===== config.mk =====
export PLATFORM = sky130hd
export DESIGN_NAME = flash_cmd_decoder
export DESIGN_NICKNAME = d
export VERILOG_FILES = /design/src/rtl/fcd_pkg.sv /design/src/rtl/fcd_seq.sv /design/src/rtl/fcd_mode.sv /design/src/rtl/fcd_oplaunch.sv /design/src/rtl/fcd_rdmux.sv /design/src/rtl/flash_cmd_decoder.sv
export SDC_FILE = /design/constraint.sdc
export NUM_CORES = 1
export LEC_CHECK = 0
export ABC_AREA = 0
export BUFFER_PORTS_ARGS = -buffer_cell sky130_fd_sc_hd__buf_2
export CAP_MARGIN = 30
export CORE_MARGIN = 4
export CORE_UTILIZATION = 50
export CTS_BUF_LIST = sky130_fd_sc_hd__clkbuf_2 sky130_fd_sc_hd__clkbuf_4 sky130_fd_sc_hd__clkbuf_8
export DETAILED_ROUTE_END_ITERATION = 7
export PLACE_DENSITY = 0.87
export SLEW_MARGIN = 20
export SYNTH_ARGS = -nofsm -noshare
export SYNTH_HDL_FRONTEND = slang
export SYNTH_SLANG_ARGS = --single-unit
export TNS_END_PERCENT = 30

===== constraint.sdc =====
create_clock -name clk -period 3.4 [get_ports clk]
set_clock_uncertainty 0.2 [all_clocks]
set_input_delay 0.68 -clock clk [delete_from_list [all_inputs] [get_ports clk]]
set_output_delay 0.68 -clock clk [all_outputs]
set_load 0.1 [all_outputs]

===== src/rtl/fcd_pkg.sv =====
package fcd_pkg;

  typedef enum logic [1:0] {
    OP_NONE  = 2'd0,
    OP_PROG  = 2'd1,
    OP_ERASE = 2'd2
  } op_kind_e;

  typedef enum logic [2:0] {
    S_IDLE,
    S_KEY1,
    S_KEY2,
    S_PGM,
    S_EXT1,
    S_EXT2,
    S_EXT3
  } seq_state_e;

  localparam logic [7:0] D_KEY1  = 8'hAA;
  localparam logic [7:0] D_KEY2  = 8'h55;
  localparam logic [7:0] D_PROG  = 8'hA0;
  localparam logic [7:0] D_EXT   = 8'h80;
  localparam logic [7:0] D_ERASE = 8'h10;
  localparam logic [7:0] D_LOCK  = 8'h40;
  localparam logic [7:0] D_IDON  = 8'h90;
  localparam logic [7:0] D_IDOFF = 8'hF0;

  // Compare only the low w bits of an address against a key address.
  function automatic logic addr_hit(input logic [31:0] a, input logic [31:0] key,
                                    input int unsigned w);
    logic [31:0] m;
    m = (w >= 32) ? 32'hFFFF_FFFF : ((32'd1 << w) - 32'd1);
    return ((a ^ key) & m) == 32'd0;
  endfunction

  // True when every address bit at position w and above is zero.
  function automatic logic in_low_region(input logic [31:0] a, input int unsigned w);
    return (w >= 32) ? 1'b1 : ((a >> w) == 32'd0);
  endfunction

  // Byte returned by an identification-mode read.
  function automatic logic [7:0] id_byte(input logic [31:0] a, input logic lk,
                                         input logic [7:0] mfr, input logic [7:0] dev);
    case (a)
      32'd0:   return mfr;
      32'd1:   return dev;
      32'd2:   return {7'b0, lk};
      default: return 8'h00;
    endcase
  endfunction

endpackage


===== src/rtl/fcd_seq.sv =====
module fcd_seq
  import fcd_pkg::*;
#(
  parameter int unsigned   ADDR_W    = 18,
  parameter int unsigned   KEY_W     = 15,
  parameter int unsigned   BOOT_W    = 13,
  parameter logic [31:0]   KEY_ADDR1 = 32'h5555,
  parameter logic [31:0]   KEY_ADDR2 = 32'h2AAA
) (
  input  logic              clk,
  input  logic              rst_n,
  input  logic              wr_en,
  input  logic [ADDR_W-1:0] wr_addr,
  input  logic [7:0]        wr_data,
  input  logic              eng_busy,
  input  logic              lock_q,
  output logic              ev_prog,
  output logic              ev_erase,
  output logic              ev_lock,
  output logic              ev_id_enter,
  output logic              ev_id_exit,
  output logic              ev_accept,
  output seq_state_e        state_q
);

  seq_state_e state_d;
  logic       hit1;
  logic       hit2;
  logic       tgt_boot;

  assign ev_accept = wr_en & ~eng_busy;
  assign hit1      = addr_hit(32'(wr_addr), KEY_ADDR1, KEY_W);
  assign hit2      = addr_hit(32'(wr_addr), KEY_ADDR2, KEY_W);
  assign tgt_boot  = in_low_region(32'(wr_addr), BOOT_W);

  always_comb begin
    state_d     = state_q;
    ev_prog     = 1'b0;
    ev_erase    = 1'b0;
    ev_lock     = 1'b0;
    ev_id_enter = 1'b0;
    ev_id_exit  = 1'b0;
    if (ev_accept) begin
      state_d = S_IDLE;
      unique case (state_q)
        S_IDLE: begin
          if (hit1 && wr_data == D_KEY1) state_d = S_KEY1;
          else if (wr_data == D_IDOFF)   ev_id_exit = 1'b1;
        end
        S_KEY1: begin
          if (hit2 && wr_data == D_KEY2) state_d = S_KEY2;
        end
        S_KEY2: begin
          if (hit1) begin
            case (wr_data)
              D_PROG:  state_d = S_PGM;
              D_EXT:   state_d = S_EXT1;
              D_IDON:  ev_id_enter = 1'b1;
              D_IDOFF: ev_id_exit  = 1'b1;
              default: state_d = S_IDLE;
            endcase
          end
        end
        S_PGM: begin
          if (!(lock_q && tgt_boot)) ev_prog = 1'b1;
        end
        S_EXT1: begin
          if (hit1 && wr_data == D_KEY1) state_d = S_EXT2;
        end
        S_EXT2: begin
          if (hit2 && wr_data == D_KEY2) state_d = S_EXT3;
        end
        S_EXT3: begin
          if (hit1 && wr_data == D_ERASE)     ev_erase = 1'b1;
          else if (hit1 && wr_data == D_LOCK) ev_lock  = 1'b1;
        end
        default: state_d = S_IDLE;
      endcase
    end
  end

  always_ff @(posedge clk or negedge rst_n) begin
    if (!rst_n) state_q <= S_IDLE;
    else        state_q <= state_d;
  end

endmodule


===== src/rtl/fcd_mode.sv =====
module fcd_mode (
  input  logic clk,
  input  logic rst_n,
  input  logic lock_clr,
  input  logic ev_lock,
  input  logic ev_id_enter,
  input  logic ev_id_exit,
  output logic id_mode_q,
  output logic lock_q
);

  always_ff @(posedge clk or negedge rst_n) begin
    if (!rst_n)           id_mode_q <= 1'b0;
    else if (ev_id_enter) id_mode_q <= 1'b1;
    else if (ev_id_exit)  id_mode_q <= 1'b0;
  end

  // Non-volatile lock: untouched by rst_n, cleared only by the factory input.
  always_ff @(posedge clk or posedge lock_clr) begin
    if (lock_clr)     lock_q <= 1'b0;
    else if (ev_lock) lock_q <= 1'b1;
  end

endmodule


===== src/rtl/fcd_oplaunch.sv =====
module fcd_oplaunch
  import fcd_pkg::*;
#(
  parameter int unsigned ADDR_W = 18
) (
  input  logic              clk,
  input  logic              rst_n,
  input  logic              ev_prog,
  input  logic              ev_erase,
  input  logic [ADDR_W-1:0] wr_addr,
  input  logic [7:0]        wr_data,
  output logic              op_start,
  output op_kind_e          op_kind,
  output logic [ADDR_W-1:0] op_addr,
  output logic [7:0]        op_data
);

  always_ff @(posedge clk or negedge rst_n) begin
    if (!rst_n) begin
      op_start <= 1'b0;
      op_kind  <= OP_NONE;
      op_addr  <= '0;
      op_data  <= '0;
    end else begin
      op_start <= ev_prog | ev_erase;
      if (ev_prog) begin
        op_kind <= OP_PROG;
        op_addr <= wr_addr;
        op_data <= wr_data;
      end else if (ev_erase) begin
        op_kind <= OP_ERASE;
        op_addr <= '0;
        op_data <= 8'hFF;
      end
    end
  end

endmodule


===== src/rtl/fcd_rdmux.sv =====
module fcd_rdmux
  import fcd_pkg::*;
#(
  parameter int unsigned ADDR_W   = 18,
  parameter logic [7:0]  MFR_CODE = 8'h1F,
  parameter logic [7:0]  DEV_CODE = 8'h0B
) (
  input  logic              id_mode,
  input  logic              lock_q,
  input  logic [ADDR_W-1:0] rd_addr,
  input  logic [7:0]        arr_rdata,
  output logic [7:0]        rd_data
);

  always_comb begin
    if (id_mode) rd_data = id_byte(32'(rd_addr), lock_q, MFR_CODE, DEV_CODE);
    else         rd_data = arr_rdata;
  end

endmodule


===== src/rtl/flash_cmd_decoder.sv =====
module flash_cmd_decoder
  import fcd_pkg::*;
#(
  parameter int unsigned ADDR_W    = 18,
  parameter int unsigned KEY_W     = 15,
  parameter int unsigned BOOT_W    = 13,
  parameter logic [31:0] KEY_ADDR1 = 32'h5555,
  parameter logic [31:0] KEY_ADDR2 = 32'h2AAA,
  parameter logic [7:0]  MFR_CODE  = 8'h1F,
  parameter logic [7:0]  DEV_CODE  = 8'h0B
) (
  input  logic              clk,
  input  logic              rst_n,
  input  logic              lock_clr,
  input  logic              wr_en,
  input  logic [ADDR_W-1:0] wr_addr,
  input  logic [7:0]        wr_data,
  input  logic              eng_busy,
  input  logic [ADDR_W-1:0] rd_addr,
  input  logic [7:0]        arr_rdata,
  output logic [7:0]        rd_data,
  output logic              op_start,
  output logic [1:0]        op_kind,
  output logic [ADDR_W-1:0] op_addr,
  output logic [7:0]        op_data,
  output logic              id_mode,
  output logic              boot_locked
);

  // Named internal events, visible to the bound checker.
  logic       ev_prog;
  logic       ev_erase;
  logic       ev_lock;
  logic       ev_id_enter;
  logic       ev_id_exit;
  logic       ev_accept;
  seq_state_e seq_state;
  op_kind_e   kind_q;

  fcd_seq #(
    .ADDR_W(ADDR_W), .KEY_W(KEY_W), .BOOT_W(BOOT_W),
    .KEY_ADDR1(KEY_ADDR1), .KEY_ADDR2(KEY_ADDR2)
  ) u_seq (
    .clk(clk), .rst_n(rst_n), .wr_en(wr_en), .wr_addr(wr_addr), .wr_data(wr_data),
    .eng_busy(eng_busy), .lock_q(boot_locked),
    .ev_prog(ev_prog), .ev_erase(ev_erase), .ev_lock(ev_lock),
    .ev_id_enter(ev_id_enter), .ev_id_exit(ev_id_exit), .ev_accept(ev_accept),
    .state_q(seq_state)
  );

  fcd_mode u_mode (
    .clk(clk), .rst_n(rst_n), .lock_clr(lock_clr), .ev_lock(ev_lock),
    .ev_id_enter(ev_id_enter), .ev_id_exit(ev_id_exit),
    .id_mode_q(id_mode), .lock_q(boot_locked)
  );

  fcd_oplaunch #(.ADDR_W(ADDR_W)) u_launch (
    .clk(clk), .rst_n(rst_n), .ev_prog(ev_prog), .ev_erase(ev_erase),
    .wr_addr(wr_addr), .wr_data(wr_data),
    .op_start(op_start), .op_kind(kind_q), .op_addr(op_addr), .op_data(op_data)
  );

  assign op_kind = kind_q;

  fcd_rdmux #(.ADDR_W(ADDR_W), .MFR_CODE(MFR_CODE), .DEV_CODE(DEV_CODE)) u_rd (
    .id_mode(id_mode), .lock_q(boot_locked), .rd_addr(rd_addr),
    .arr_rdata(arr_rdata), .rd_data(rd_data)
  );

endmodule


==> impl_metrics.ini, run 1 <==
[outcome]
run_status = finished, final reports clean

[timing]
relSlewSlack_pct = 51.8
fmax_mhz = 318
hold_viol_final = 0
final-setup-viol-count = 0
min_period_ps = 3140
worstMarginPinSlew_ps = 724
slew_viol_final = 0
timing.final.crit_share_pct = 92.5
rsz0062_at_grt = no

[routing]
drt-total-wl_um = 5500
antenna_left = 0
drtIter0Drc = 109
vias = 1881
drt_pass1_iterations = 4
viasPerCell = 5.90
post_drt_wl_per_cell_um = 17.3
route.detailed.drc = 0

[logic_synthesis]
synthDistinctLibCells = 47
synthesis.nets = 232
syn_area_um2 = 1830
ys_seq_area_share_pct = 46.5
synth_cells = 175
synth_ff_type = dfrtp_1
ys_ff_latch = 34
async_flop_share_pct = 100
synthTopCellsByArea = dfrtp_1 (46%), o2bb2ai_1 (7.2%), o21ai_0 (4.4%)
synth_top_area_cell = dfrtp_1
yosys_warnings = 0
avgSynthCellArea_um2 = 10.5
synth-edff-count = 0
synth_top_area_share_pct = 46.5

[min_path]
hold_class = in -> async

[finish]
mostFrequentLayoutCells = buf_2 (91), dfrtp_1 (34), o21ai_0 (14)
diodes = 0
layout.cells.non_filler = 319
drive_gt1_share_pct = 41.8
area_growth_pct = 36.6
num-fill-cells = 271
final_nets = 330
layout_commonest_cell = buf_2

[grt]
antenna_found_initial = 0
grt_pass1_wl_um = 8650
grt_use_total_pct = 24.6
grt_max_degree = 34
grt_pass1_vias = 1895
grt_overflow = 0

[floorplan]
fp.coreArea_um2 = 3440
fp.dieW_um = 68.5
num_rows = 21
die_h_um = 68.5
die_area_um2 = 4690
ios = 96
initial_core_util_pct = 53.2

[pwr]
leakage_nw = 1.25
power_w = 0.000944
irDropWorstVdd_v = 0.000282
powerDensity_nw_per_um2 = 378

[clock_tree]
htreeDepth = 2
cts_hold_buf = 0
ctsResizeCount = 0
tritoncts = yes
clk_latency_ps = 280
clk_pin_slew_ps = 70
cts_root_buf = clkbuf_8
cts_buffer_depth = 2
cts_setup_buffers = 0
cts.sink_count = 34
cts_made_buffers = 5

[place]
place_congestion = 0.882
place_inst = 312
place_hpwl_um = 4280
io_buffers = 95

[critical_path]
startpoint_type = input port
arrival_ps = 2260
cpMaxStageDelayCell = or4_1
cp_cell_sequence = buf_2 > or3_1 > or4_1 > o2bb2ai_2 > buf_12
cp.required_ps = 2520
worstSetupPathType = in -> out
crit_fanout = 4
worst_path_largest_cell_delay_ps = 630
crit_path_end_kind = output pin

[run]
cap_violations = 0
## routing by layer
layer	part of all wire, %	vias to the layer above	track usage, %
met5	0	-	0
met4	0.74	0	7.20
met3	12	4	6.32
met2	49	98	41.8
met1	39	886	30.5
li1	-	893	-
## layout make-up
cell class,instances,area [um2],share of cell area [%]
inverter,7,26.3,1.05
clock buffer,5,68.8,2.75
multi-input combinational,126,922,36.9
clock inverter,2,10.0,0.400
tap,46,57.6,2.30
sequential,34,851,34.0
timing repair buffer,99,566,22.6
## power breakdown
group	switching, W	internal, W
registers	0.00000806	0.000419
clock network	0.000139	0.000137
logic	0.000181	0.0000596
## synth_stat cells (2+ instances only)
master and instances:
inv_1 7, nand4_1 2, o21ai_0 16, nor4bb_1 6, nor4_1 4, or4bb_1 3
and3_1 2, a32o_1 5, a21oi_1 8, nor2_1 5, nand2b_1 3, nor3_1 3
nand4b_1 2, nor2b_1 5, nand2_1 8, and4bb_2 2, nand3_1 3, buf_2 2
and4_1 2, or3_1 3, a2bb2oi_1 8, clkbuf_1 4, o2bb2ai_1 15, dfrtp_1 34
## path summary, 6_finish.rpt
kind | slack, ps | start | to | cells past startpoint
worst max-delay path | 260 | rd_addr[5] | rd_data[4] | 5
worst min-delay path | 20 | lock_clr | u_mode.lock_q$_DFFE_PP0P_ | 2
worst max register to register | 1230 | u_seq.state_q[0]$_DFFE_PN0P_ | u_launch.op_addr[13]$_DFFE_PN0P_ | 4
worst min register to register | 280 | u_launch.op_kind[0]$_DFFE_PN0P_ | u_launch.op_kind[0]$_DFFE_PN0P_ | 1
max in group asynchronous | 2280 | rst_n | u_launch.op_addr[0]$_DFFE_PN0P_ | 1
min in group clk | 280 | u_launch.op_kind[0]$_DFFE_PN0P_ | u_launch.op_kind[0]$_DFFE_PN0P_ | 1
## critical path: cells and delay by family
kind            cells  cell delay (ps)
simple gates        2             1020
compound gates      1              260
buf+inv             2              290
## state kept, by name, summed over array words and instances (netlist names)
register,cells
u_launch.op_kind,2
u_mode.id_mode_q,1
u_launch.op_start,1
u_launch.op_data,8
u_launch.op_addr,18
u_seq.state_q,3
u_mode.lock_q,1
## cell families (layout without fill, tap and decap cells)
family,after synthesis,after routing,share of synthesized area (%)
AOI/OAI and AO/OA,63,63,25.1
buffers and inverters,15,113,3.83
DFF,34,34,46.5
and+or+nand+nor,63,63,24.6
## through the flow
step	util [%]	hold WS [ps]	TNS (ps)	instance area [um2]	setup slack (ps)
after floorplan	-	184	-1070	1840	-308
after global placement	70.4	257	0	2420	333
after detailed placement	70.4	266	0	2420	255
after CTS	72.7	15.6	0	2500	255
after global routing	72.7	5.56	0	2500	191
final	72.7	21.9	0	2500	256
Power figures use the tool's default switching activity.
==> inputs of run 2 (changes only) <==
Settings changed: CORE_UTILIZATION 50 to 47, PLACE_DENSITY 0.87 to 0.83.
Clock period 3.4 ns to 3.1 ns, I/O delays scaled along.
==> run 2 against run 1 <==
Clock power rose by 23%. First-iteration DRC count fell by 57%. Clock-buffer cell count rose by 3. Via count rose by 1.3%. Sequential power rose by 9.8%. Final cell count rose by 1.6%. Critical path depth did not move. Setup slack got worse by 170 ps. Critical endpoint is now rd_data[2].
==> impl_metrics.ini, run 2 (same netlist as run 1, synthesis figures left out) <==
[critical_path]
crit_buf_inv = 2
crit_path_end_kind = output pin
worst_path_largest_cell_delay_ps = 680
startpoint_type = input port
cp_cell_sequence = buf_2 > or3_1 > or4_1 > o2bb2ai_4 > buf_12
crit_fanout = 4
arrival_ps = 2190
worstSetupPathType = in -> out
cp.required_ps = 2280
path_delay_family = simple AND/OR/NAND/NOR gates
cpMaxStageDelayCell = or4_1

[routing]
post_drt_wl_per_cell_um = 17.1
drtIter0Drc = 47
viasPerCell = 5.88
route.detailed.drc = 0
antenna_left = 0
drt-total-wl_um = 5540
vias = 1905
drt_pass1_iterations = 6

[min_path]
hold_class = in -> async

[grt]
grt_pass1_vias = 1812
grt_use_total_pct = 22.7
grt_overflow = 0
grt_max_degree = 34
grt_pass1_wl_um = 8910
antenna_found_initial = 0

[run]
cap_violations = 0

[floorplan]
ios = 96
initial_core_util_pct = 49.3
fp.dieW_um = 70.4
fp.coreArea_um2 = 3720
die_area_um2 = 4960
num_rows = 22
die_h_um = 70.4

[place]
place_hpwl_um = 4260
placed_area_um2 = 2470
place_congestion = 0.847
place_inst = 315
io_buffers = 95

[timing]
rsz0062_at_grt = no
min_period_ps = 3010
setup_tns_ps = 0
timing.final.crit_share_pct = 97.2
final-setup-viol-count = 0
relSlewSlack_pct = 51.6
slew_viol_final = 0
worstMarginPinSlew_ps = 726
hold_viol_final = 0
fmax_mhz = 332

[finish]
final_core_util_pct = 69.3
largest_register = u_launch.op_addr
diodes = 0
final_nets = 332
layout.cells.non_filler = 324
layout_commonest_cell = buf_2
area_growth_pct = 40.6
mostFrequentLayoutCells = buf_2 (91), dfrtp_1 (33), o21ai_0 (14)
drive_gt1_share_pct = 43.5
largest_register_ffs = 18
fin_area_um2 = 2570
largestRegisters = u_launch.op_addr x18, u_launch.op_data x8, u_seq.state_q x3

[pwr]
power_w = 0.00108
leakage_nw = 1.28
irDropWorstVdd_v = 0.000353
powerDensity_nw_per_um2 = 418

[clock_tree]
clk_pin_slew_ps = 70
tritoncts = yes
cts_setup_buffers = 0
cts_made_buffers = 5
clk_latency_ps = 290
cts.sink_count = 34
htreeDepth = 2
cts_buffer_depth = 2
cts_root_buf = clkbuf_8

[outcome]
run_status = finished, final reports clean
[run 2: cell count changes in the layout (fill, tap and decap cells not counted), moves of 2 or more]
cell,previous run,this run
clkinv_2,2,0
o2bb2ai_2,2,0
clkbuf_4,0,3
o21ai_2,0,2
o21ai_1,3,1
o2bb2ai_4,0,2
[run 2: cell type report]
class / instances / area (um2)
flip-flops and latches: 34 / 852
fillers: 303 / 1140
repair buffers: 101 / 583
clock buffers: 8 / 91.3
multi-input cells: 126 / 961
inverters: 7 / 26.3
well taps: 48 / 60.1
[run 2: where the power goes]
group,total (W),switching (W),internal (W)
sequential,0.000469,0.00000925,0.000460
combinational,0.000269,0.000202,0.0000677
clock,0.000339,0.000153,0.000186
total,0.00108,0.000364,0.000713
[run 2: routing by layer]
metal / wire length, um / track usage, % / vias up
met5: 0 / 0 / -
met4: 81 / 8.30 / 0
met3: 466 / 6.91 / 7
met2: 2830 / 37.8 / 99
met1: 2160 / 27.6 / 906
li1: - / - / 893
[run 2: worst paths after layout]
path / from / endpoint / slack [ps] / cells past startpoint
setup / recovery: rd_addr[5] / rd_data[2] / 90 / 5
max in group asynchronous: rst_n / u_mode.id_mode_q$_DFFE_PN0P_ / 2010 / 1
hold / removal: rst_n / u_launch.op_data[2]$_DFFE_PN0P_ / 190 / 1
min in group clk: u_launch.op_kind[0]$_DFFE_PN0P_ / u_launch.op_kind[0]$_DFFE_PN0P_ / 290 / 1
hold reg to reg: u_launch.op_kind[0]$_DFFE_PN0P_ / u_launch.op_kind[0]$_DFFE_PN0P_ / 290 / 1
setup reg to reg: u_seq.state_q[0]$_DFFE_PN0P_ / u_launch.op_addr[13]$_DFFE_PN0P_ / 940 / 4
[run 2: what timing repair did]
action                                 CTS  global route
gates resized for setup                  0             1
endpoints found under the hold margin    1             0
hold buffers                             1             0
setup endpoints to repair                0             1
[run 2: stage by stage]
step | hold slack, ps | worst slack (ps)
floorplan | 124 | 40.9
global placement | 262 | 115
detailed placement | 257 | 73.4
CTS | 202 | 84.2
global route | 249 | 49.1
finish | 190 | 87.8
[run 2: worst register-to-register path: stages, from the launching register on]
cell and delay, ps:
dfrtp_1 450, and4bb_2 310, nand3_1 110, or3_1 620, a32o_1 360
==> inputs of run 3 (changes only) <==
Settings changed: PLACE_DENSITY 0.83 to unset, PLACE_DENSITY_LB_ADDON set to 0.08.
==> run 3 against run 2 <==
Register-to-register slack lost 20 ps. Sequential cell count is the same. Sequential share of layout area grew 0.081 points. Maximum frequency grew 4.8%. Critical path type unchanged. Clock power is essentially flat. Sequential power is essentially flat. Highest routed layer unchanged. Setup slack gained 140 ps. Total power is essentially flat. Wire length shrank 9.0%. Final cell count shrank 0.31%. Core utilization shrank 0.17 points. Critical endpoint unchanged.
==> impl_metrics.ini, run 3 (same netlist as run 1, synthesis figures left out) <==
[outcome]
run_status = finished, final reports clean

[timing]
setup_tns_ps = 0
rsz0062_at_grt = no
fmax_mhz = 348
worstMarginPinSlew_ps = 725
min_period_ps = 2870
worst_slack_ps = 226
slew_viol_final = 0
hold_viol_final = 0
final-setup-viol-count = 0
timing.final.crit_share_pct = 92.7
relSlewSlack_pct = 51.7

[critical_path]
setup.worst_path.start = rd_addr[5]
arrival_ps = 2050
r2r_end = u_launch.op_addr[13]$_DFFE_PN0P_
startpoint_type = input port
regToRegSetupSlack_ps = 920
cp.required_ps = 2280
crit_fanout = 4
worstSetupPathType = in -> out
reg2reg_depth = 4
crit_path_end_kind = output pin
reg2reg_from = u_seq.state_q[0]$_DFFE_PN0P_

[floorplan]
fp.dieW_um = 70.4
fp.coreArea_um2 = 3720
ios = 96
num_rows = 22
initial_core_util_pct = 49.3
die_h_um = 70.4
die_area_um2 = 4960

[routing]
drtIter0Drc = 107
drt_pass1_iterations = 4
route.detailed.drc = 0
drt-total-wl_um = 5040
antenna_left = 0
post_drt_wl_per_cell_um = 15.6
vias = 1859
viasPerCell = 5.76

[grt]
grt_use_total_pct = 20.4
grt_max_degree = 34
antenna_found_initial = 0
grt_pass1_vias = 1726
grt_overflow = 0
grt_pass1_wl_um = 8290

[clock_tree]
cts_buffer_depth = 2
cts_made_buffers = 5
htreeDepth = 2
clk_pin_slew_ps = 70
tritoncts = yes
cts.sink_count = 34
cts_root_buf = clkbuf_8
clk_latency_ps = 280

[pwr]
leakage_nw = 1.27
irDropWorstVdd_v = 0.000367
powerDensity_nw_per_um2 = 419

[place]
place_congestion = 0.907
place_ws_ps = 108
place_hpwl_um = 3900
io_buffers = 95
place_inst = 314

[finish]
final_core_util_pct = 69.1
num-fill-cells = 306
layout.cells.non_filler = 323
mostFrequentLayoutCells = buf_2 (91), dfrtp_1 (33), o21ai_0 (14)
area_growth_pct = 40.3
diodes = 0
largestRegisters = u_launch.op_addr x18, u_launch.op_data x8, u_seq.state_q x3
largest_register = u_launch.op_addr
layout_commonest_cell = buf_2
final_nets = 331
drive_gt1_share_pct = 43.3
largest_register_ffs = 18

[run]
cap_violations = 0

[min_path]
hold_class = in -> async
## run 3: changes by cell type in the layout (fill, tap and decap cells not counted)
| cell | delta |
|---|---|
| buf_4 | -1 |
| or4_4 | +1 |
| clkinv_2 | +1 |
| nor4b_1 | +1 |
| nor4b_2 | -1 |
| clkbuf_4 | -2 |
| clkbuf_8 | +1 |
| or4_1 | -1 |
## run 3: timing repair
action | in CTS | in global routing
gates resized for setup | 0 | 1
buffers inserted | 0 | 0
endpoints found under the setup margin | 0 | 1
hold endpoints to repair | 1 | 0
hold buffers | 1 | 0
## run 3: cell type report
type	count	area, um2	share of cell area, %
inverters	7	26.3	1.02
well taps	48	60.1	2.34
clock buffers	7	90.1	3.51
clock inverters	1	5.00	0.195
multi-input cells	126	958	37.3
repair buffers	100	576	22.4
flip-flops and latches	34	852	33.2
## run 3: report_power, final
group	switching (W)	leakage, nW	internal [W]	total [W]
Sequential	0.00000883	0.452	0.000460	0.000468
Combinational	0.000198	0.769	0.0000673	0.000266
Clock	0.000155	0.0517	0.000188	0.000342
Total	0.000362	1.27	0.000715	0.00108
## run 3: worst max path at each step
stage / endpoint / slack, ps / depth (start not counted)
6_report: rd_data[2] / 230 / 5
3_3_place_gp: rd_data[4] / 110 / 5
2_1_floorplan: rd_data[2] / 40 / 3
5_1_grt: rd_data[4] / 120 / 6
4_1_cts: rd_data[2] / 110 / 5
3_5_place_dp: rd_data[2] / 110 / 5
## run 3: through the flow
stage	total power, W	hold WS, ps	area, um2
after floorplan	0.000651	124	1880
after global placement	0.000740	253	2460
after detailed placement	0.000742	255	2460
after CTS	0.00108	202	2560
after global routing	0.00112	241	2570
final	0.00108	187	2570
## run 3: critical path: stages
cell       delay, ps
buf_2             90
or3_1            380
or4_4            590
o2bb2ai_4        180
buf_12           180
## run 3: routing by layer
| metal | vias to the layer above | wire length [um] | GRT usage [%] |
|---|---|---|---|
| met1 | 865 | 2270 | 28.1 |
| met3 | 9 | 490 | 5.47 |
| met2 | 94 | 2190 | 31.0 |
| met4 | 0 | 85 | 6.60 |
| li1 | 891 | - | - |
| met5 | - | 0 | 0 |
